==> config.mk <==
export PLATFORM = sky130hd
export DESIGN_NAME = brx_unit
export DESIGN_NICKNAME = d
export VERILOG_FILES = /design/src/rtl/brx_pkg.sv /design/src/rtl/brx_cond.sv /design/src/rtl/brx_target.sv /design/src/rtl/brx_status.sv /design/src/rtl/brx_unit.sv
export SDC_FILE = /design/constraint.sdc
export NUM_CORES = 1
export LEC_CHECK = 0
export ABC_AREA = 1
export BUFFER_PORTS_ARGS = -buffer_cell sky130_fd_sc_hd__buf_2
export CELL_PAD_IN_SITES_DETAIL_PLACEMENT = 1
export CELL_PAD_IN_SITES_GLOBAL_PLACEMENT = 2
export CORE_ASPECT_RATIO = 0.7
export CORE_MARGIN = 3
export CORE_UTILIZATION = 30
export DETAILED_ROUTE_END_ITERATION = 10
export GPL_ROUTABILITY_DRIVEN = 0
export PLACE_DENSITY_LB_ADDON = 0.1
export SETUP_SLACK_MARGIN = 0.1
export SLEW_MARGIN = 30
export SYNTH_ARGS = -nofsm -noshare
export SYNTH_HDL_FRONTEND = slang
export SYNTH_HIERARCHICAL = 1
export SYNTH_SLANG_ARGS = --single-unit
export TNS_END_PERCENT = 30
==> constraint.sdc <==
create_clock -name clk_i -period 0.9 [get_ports clk_i]
set_input_delay 0.18 -clock clk_i [delete_from_list [all_inputs] [get_ports clk_i]]
set_output_delay 0.18 -clock clk_i [all_outputs]
set_load 0.1 [all_outputs]
==> src/rtl/brx_pkg.sv <==
package brx_pkg;
  localparam int XLEN       = 32;
  localparam int INSN_BYTES = 4;

  typedef enum logic [1:0] {
    K_UNC  = 2'd0,
    K_COND = 2'd1,
    K_RET  = 2'd2,
    K_NONE = 2'd3
  } br_kind_e;

  typedef enum logic [2:0] {
    C_EQ = 3'd0, C_NE = 3'd1, C_LT = 3'd2, C_LE = 3'd3,
    C_GT = 3'd4, C_GE = 3'd5, C_N6 = 3'd6, C_N7 = 3'd7
  } br_cond_e;

  typedef enum logic [1:0] {
    R_PLAIN = 2'd0,
    R_INTR  = 2'd1,
    R_BRK   = 2'd2,
    R_RSVD  = 2'd3
  } ret_kind_e;
endpackage

==> src/rtl/brx_cond.sv <==
module brx_cond #(
  parameter int W = 32
) (
  input  logic [W-1:0] test_i,
  input  logic [2:0]   cond_i,
  output logic         hit_o
);
  logic is_zero, is_neg;
  assign is_zero = (test_i == '0);
  assign is_neg  = test_i[W-1];

  always_comb begin
    unique case (cond_i)
      3'd0:    hit_o = is_zero;
      3'd1:    hit_o = !is_zero;
      3'd2:    hit_o = is_neg;
      3'd3:    hit_o = is_neg || is_zero;
      3'd4:    hit_o = !is_neg && !is_zero;
      3'd5:    hit_o = !is_neg;
      default: hit_o = 1'b0;
    endcase
  end
endmodule

==> src/rtl/brx_target.sv <==
module brx_target #(
  parameter int W     = 32,
  parameter int STEP  = 4
) (
  input  logic [W-1:0] pc_i,
  input  logic [W-1:0] test_i,
  input  logic [W-1:0] rb_i,
  input  logic [W-1:0] imm_i,
  input  logic         use_imm_i,
  input  logic         abs_i,
  input  logic         is_ret_i,
  input  logic         taken_i,
  output logic [W-1:0] next_pc_o
);
  localparam logic [W-1:0] STEP_V = W'(STEP);

  logic [W-1:0] opnd, jump_pc;
  assign opnd = use_imm_i ? imm_i : rb_i;

  always_comb begin
    if (is_ret_i)   jump_pc = test_i + imm_i;
    else if (abs_i) jump_pc = opnd;
    else            jump_pc = pc_i + opnd;
  end

  assign next_pc_o = taken_i ? jump_pc : pc_i + STEP_V;
endmodule

==> src/rtl/brx_status.sv <==
module brx_status (
  input  logic [1:0] kind_i,
  input  logic       brk_i,
  input  logic [1:0] ret_kind_i,
  output logic       set_bip_o,
  output logic       set_ie_o,
  output logic       clr_bip_o
);
  import brx_pkg::*;
  assign set_bip_o = brk_i && (kind_i == K_UNC);
  assign set_ie_o  = (kind_i == K_RET) && (ret_kind_i == R_INTR);
  assign clr_bip_o = (kind_i == K_RET) && (ret_kind_i == R_BRK);
endmodule

==> src/rtl/brx_unit.sv <==
module brx_unit
  import brx_pkg::*;
#(
  parameter int W    = XLEN,
  parameter int STEP = INSN_BYTES
) (
  input  logic         clk_i,
  input  logic         rst_ni,
  input  logic         valid_i,
  input  logic [W-1:0] pc_i,
  input  logic [W-1:0] test_i,
  input  logic [W-1:0] rb_i,
  input  logic [W-1:0] imm_i,
  input  logic         use_imm_i,
  input  logic [2:0]   cond_i,
  input  logic [1:0]   kind_i,
  input  logic         abs_i,
  input  logic         link_i,
  input  logic         delay_i,
  input  logic         brk_i,
  input  logic [1:0]   ret_kind_i,
  output logic         valid_o,
  output logic [W-1:0] next_pc_o,
  output logic         taken_o,
  output logic         link_we_o,
  output logic [W-1:0] link_data_o,
  output logic         delay_slot_o,
  output logic         set_bip_o,
  output logic         set_ie_o,
  output logic         clr_bip_o
);
  logic         hit, taken_d;
  logic [W-1:0] npc_d;
  logic         bip_d, ie_d, clrb_d;

  brx_cond #(.W(W)) u_cond (
    .test_i (test_i),
    .cond_i (cond_i),
    .hit_o  (hit)
  );

  assign taken_d = (kind_i == K_UNC) || (kind_i == K_RET) ||
                   ((kind_i == K_COND) && hit);

  brx_target #(.W(W), .STEP(STEP)) u_tgt (
    .pc_i      (pc_i),
    .test_i    (test_i),
    .rb_i      (rb_i),
    .imm_i     (imm_i),
    .use_imm_i (use_imm_i),
    .abs_i     (abs_i),
    .is_ret_i  (kind_i == K_RET),
    .taken_i   (taken_d),
    .next_pc_o (npc_d)
  );

  brx_status u_stat (
    .kind_i     (kind_i),
    .brk_i      (brk_i),
    .ret_kind_i (ret_kind_i),
    .set_bip_o  (bip_d),
    .set_ie_o   (ie_d),
    .clr_bip_o  (clrb_d)
  );

  always_ff @(posedge clk_i or negedge rst_ni) begin
    if (!rst_ni) begin
      valid_o      <= 1'b0;
      next_pc_o    <= '0;
      taken_o      <= 1'b0;
      link_we_o    <= 1'b0;
      link_data_o  <= '0;
      delay_slot_o <= 1'b0;
      set_bip_o    <= 1'b0;
      set_ie_o     <= 1'b0;
      clr_bip_o    <= 1'b0;
    end else begin
      valid_o      <= valid_i;
      taken_o      <= valid_i && taken_d;
      link_we_o    <= valid_i && (link_i || bip_d);
      delay_slot_o <= valid_i && delay_i;
      set_bip_o    <= valid_i && bip_d;
      set_ie_o     <= valid_i && ie_d;
      clr_bip_o    <= valid_i && clrb_d;
      if (valid_i) begin
        next_pc_o   <= npc_d;
        link_data_o <= pc_i;
      end
    end
  end
endmodule

==> implementation parameters <==
Parameter                              Value

Run status
  Outcome    finished with violations
  Violated checks    setup timing

STA
  Final number of setup-violating endpoints    104
  Max-Slew Margin vs Limit    64.8%
  Worst Max-Slew Pin Slew    0.524 ns
  Count of final max-slew check failures    0
  Worst Hold Margin    0.0168 ns
  Total count of hold-check failures in the final report    0
  Post-layout worst setup margin    -1.21 ns
  Max Freq    0.475 GHz
  Share of the clock period used by the worst path    234%
  Worst Clk Skew    0 ns
  Setup repair after global routing missed its margin    yes
  Clock period minus final worst setup slack    2.11 ns

Finish
  Utilization after layout    52.1%
  Ratio of cells with drive above 1 in the final layout    36.6%
  Final cell area excluding filler cells    16300 um2
  Register cell area after layout    1810 um2
  Number of diodes    0
  Fin nets    2456
  Area Overhead vs Synth    70.4%
  Multi-input gate area    7990 um2
  Filler cell count in the final layout    4145

Logic synthesis
  Post-synthesis instance area    9580 um2
  Sequential-to-total area share from yosys stat    18.6%
  Mapped Nets    1973
  YS warnings    6
  Mean Syn Cell Area    5.43 um2
  Number of distinct standard cells referenced by the synthesized netlist    43
  Synthesized flop and latch total    71
  Synth Instances    1765

Clock network
  Clock Latency Late Sink    0.34 ns
  Clock tree from TritonCTS    yes
  CTS clock-pin slew for the worst setup and hold paths    0.06 ns
  CTS max path bufs    2
  Number of H-tree levels    3
  Root Buffer    sky130_fd_sc_hd__clkbuf_16
  Cts bufs inserted    9
  Total number of clock tree sinks    71

Pwr
  Relative contribution of sequential cells to total power    19.2%
  Leakage power    8.97 nW
  Switching power total    9.91 mW
  Ratio of total power to cell area    1290 nW/um2
  Share of total power consumed by net switching    47.3%
  Logic pwr share    63.0%
  Clock power share    17.8%
  Internal power consumption    11.1 mW
  Worst supply voltage drop on vdd    0.757 mV

Critical path
  Cell mode on critical path    sky130_fd_sc_hd__nand2_1
  Reg-to-Reg Start    link_data_o[10]$_DFFE_PN0P_
  Crit path max fanout    8
  Kind of critical path    input pin to flop
  CP peak stage delay    0.39 ns
  Source of the critical timing path    use_imm_i
  Delay-heaviest family, CP    simple AND/OR/NAND/NOR gates
  Worst endpoint required time    1.13 ns
  CP Buf/Inv Count    2
  CP Cell Sequence    buf_12, buf_12, nand2_4, nand2_4, ha_4, fa_2, nand3_2, nand3_4, nand2_2, nand2_4, nand2_2, nand2_4, nand2_4, nand2_2, nand2_1, nand3_1, nand2_1, nand2_1, nand2_1, nand2_1, nand2_2, nand2_1
  Startpoint kind of the worst setup timing path    input pin
  Endpoint arrival time on the critical path    2.34 ns
  Critical-path top delay cell    sky130_fd_sc_hd__fa_2
  CP Capture Type    flop

Place
  Detail Placement HPWL    40.2 mm
  Number of buffer cells added on primary ports    213
  DP Area    14700 um2
  Worst setup slack after placement    -1.76 ns

Floorplanning
  Row count    54
  Die extent in y    155 um
  Initial Util    30.6%
  # IOs    214
  Total core area    31300 um2
  Overall die area    34100 um2
  Chip width    220 um

GRT
  Global-route wire length before repair    74.5 mm
  Antenna violations before repair    0
  Pin count of the biggest net entering global routing    39
  Total grt overflow    0
  All-Layer GR Usage    28.2%
  Vias in the first global route    13200

Detailed routing
  Via-per-instance ratio    4.85
  First-iteration detailed-routing DRC count    743
  Post-detailed-route count of antenna-violating nets    0
  DRT Pass-1 Iters    5
  Wire length after detailed routing    49.4 mm
  Total number of vias    13000
  Routed WL per cell    18.5 um
  DRC viols    0

Min path
  Path category of the worst min-delay check    input pin to flop
  Beginning of the worst hold path    delay_i

Run
  Max-cap violation count    0
[layer usage]
metal  vias to the layer above  routed length [um]  track usage (%)
met5                         -                   0                0
met4                         0                 600             3.95
met3                        37                2300             3.16
met2                       285               23300             47.0
met1                      6239               23200             40.0
li1                       6403                   -                -
[kinds of logic (layout without fill, tap and decap cells)]
kind of cell / after synthesis / after routing / synth area share, %
buf+inv: 293 / 781 / 12.2
compound gates: 159 / 159 / 8.86
fa+ha+maj: 65 / 65 / 8.65
simple gates: 1133 / 1133 / 47.6
xor+xnor: 44 / 44 / 4.10
flops: 71 / 71 / 18.6
[synth_stat cells]
cell,n,share of area (%)
sky130_fd_sc_hd__nor3_4,1,0.17
sky130_fd_sc_hd__a21o_1,2,0.16
sky130_fd_sc_hd__and2_1,2,0.13
sky130_fd_sc_hd__nor2_2,3,0.20
sky130_fd_sc_hd__buf_6,7,0.82
sky130_fd_sc_hd__nand4_1,11,0.72
sky130_fd_sc_hd__buf_4,2,0.16
sky130_fd_sc_hd__nand3b_1,3,0.24
sky130_fd_sc_hd__inv_1,239,9.4
sky130_fd_sc_hd__clkbuf_1,23,0.90
sky130_fd_sc_hd__o21ai_0,52,2.7
sky130_fd_sc_hd__inv_2,12,0.47
sky130_fd_sc_hd__dfrtp_1,71,19
sky130_fd_sc_hd__nor3_1,20,1.0
sky130_fd_sc_hd__nor2_8,1,0.21
sky130_fd_sc_hd__nor2_4,3,0.35
sky130_fd_sc_hd__a21oi_1,73,3.8
sky130_fd_sc_hd__xnor2_2,1,0.17
sky130_fd_sc_hd__nor2_1,142,5.6
sky130_fd_sc_hd__buf_2,6,0.31
sky130_fd_sc_hd__nand2_4,2,0.24
sky130_fd_sc_hd__o31ai_1,1,0.078
sky130_fd_sc_hd__o21ai_2,1,0.091
sky130_fd_sc_hd__xor2_1,29,2.7
sky130_fd_sc_hd__or2_1,2,0.13
sky130_fd_sc_hd__fa_1,2,0.42
sky130_fd_sc_hd__o211ai_1,4,0.31
sky130_fd_sc_hd__nand3_1,84,4.4
sky130_fd_sc_hd__o21ai_1,12,0.63
sky130_fd_sc_hd__ha_1,63,8.2
sky130_fd_sc_hd__buf_1,3,0.12
sky130_fd_sc_hd__nand2_2,2,0.13
sky130_fd_sc_hd__a31oi_1,4,0.26
sky130_fd_sc_hd__nor4_1,7,0.46
sky130_fd_sc_hd__and3_1,1,0.065
sky130_fd_sc_hd__nor4_2,1,0.13
sky130_fd_sc_hd__nor3_2,1,0.10
sky130_fd_sc_hd__nand2_1,846,33
sky130_fd_sc_hd__a22o_1,1,0.091
sky130_fd_sc_hd__nand3b_4,1,0.21
sky130_fd_sc_hd__o21bai_1,9,0.71
sky130_fd_sc_hd__xnor2_1,14,1.3
sky130_fd_sc_hd__clkinv_1,1,0.039
[worst register-to-register path: stages (launching register included)]
cell	delay, ns
sky130_fd_sc_hd__dfrtp_4	0.49
sky130_fd_sc_hd__nand2_1	0.08
sky130_fd_sc_hd__nand2_1	0.06
[cells in the final DEF, fill, tap and decap left out, types with 17 or more instances in the layout]
cell type and n:
sky130_fd_sc_hd__buf_12 87, sky130_fd_sc_hd__nor2_2 24, sky130_fd_sc_hd__xor2_1 29, sky130_fd_sc_hd__nor3_1 18, sky130_fd_sc_hd__ha_1 26, sky130_fd_sc_hd__nand3_1 66, sky130_fd_sc_hd__dfrtp_1 59, sky130_fd_sc_hd__nand2_1 725
sky130_fd_sc_hd__nor2_1 107, sky130_fd_sc_hd__a21oi_1 53, sky130_fd_sc_hd__nand2_2 100, sky130_fd_sc_hd__nor2_4 17, sky130_fd_sc_hd__inv_1 228, sky130_fd_sc_hd__buf_2 133, sky130_fd_sc_hd__ha_4 35, sky130_fd_sc_hd__nand2_4 25
sky130_fd_sc_hd__a21oi_2 20, sky130_fd_sc_hd__buf_4 276, sky130_fd_sc_hd__inv_2 22, sky130_fd_sc_hd__o21ai_0 48
[power groups by stage]
stage / combinational, mW / sequential, mW / clock [mW]
after detailed placement: 12.0 / 4.07 / 0
after global routing: 14.1 / 4.06 / 3.96
after floorplan: 4.15 / 6.49 / 0
after CTS: 12.6 / 4.02 / 3.83
after global placement: 11.7 / 4.06 / 0
final: 13.2 / 4.02 / 3.74
[final timing paths]
check	slack, ns	to	depth (start not counted)
max	-1.21	next_pc_o[24]$_DFFE_PN0P_	22
max reg2reg	0.17	link_data_o[10]$_DFFE_PN0P_	2
min in group asynchronous	0.25	link_data_o[7]$_DFFE_PN0P_	2
min	0.02	delay_slot_o$_DFF_PN0_	3
min reg2reg	0.54	link_data_o[6]$_DFFE_PN0P_	2
max in group asynchronous	0.18	next_pc_o[25]$_DFFE_PN0P_	3
[sequential cells by signal (all words and copies together), names as in the netlist]
signal / flops
link_data_o: 32
next_pc_o: 32
clr_bip_o: 1
delay_slot_o: 1
link_we_o: 1
set_bip_o: 1
set_ie_o: 1
taken_o: 1
valid_o: 1
[what timing repair did]
| action | CTS | global route |
|---|---|---|
| endpoints found under the hold margin | 71 | 0 |
| endpoints found under the setup margin | 104 | 104 |
| hold buffers | 1 | 0 |
| setup buffers | 13 | 8 |
| gates cloned | 3 | 1 |
| pin swaps | 71 | 53 |
| resized for setup | 132 | 142 |
[cell type report]
cell class	count	area share, %
clock buffers	13	1.60
multi-input cells	1401	49.0
inverters	252	5.91
flip-flops and latches	71	11.1
clock inverters	3	0.261
repair buffers	513	28.9
well taps	420	3.22
[through the flow]
| step | std cells | power, mW | TNS [ns] |
|---|---|---|---|
| floorplan | 1765 | 10.6 | -50.99 |
| finish | 2673 | 21.0 | -50.46 |
| detailed placement | 2631 | 16.0 | -51.52 |
| CTS | 2664 | 20.4 | -50.48 |
| global placement | 2631 | 15.8 | -49.36 |
| global route | 2673 | 22.1 | -55.85 |
(Power assumes the default switching activity.)
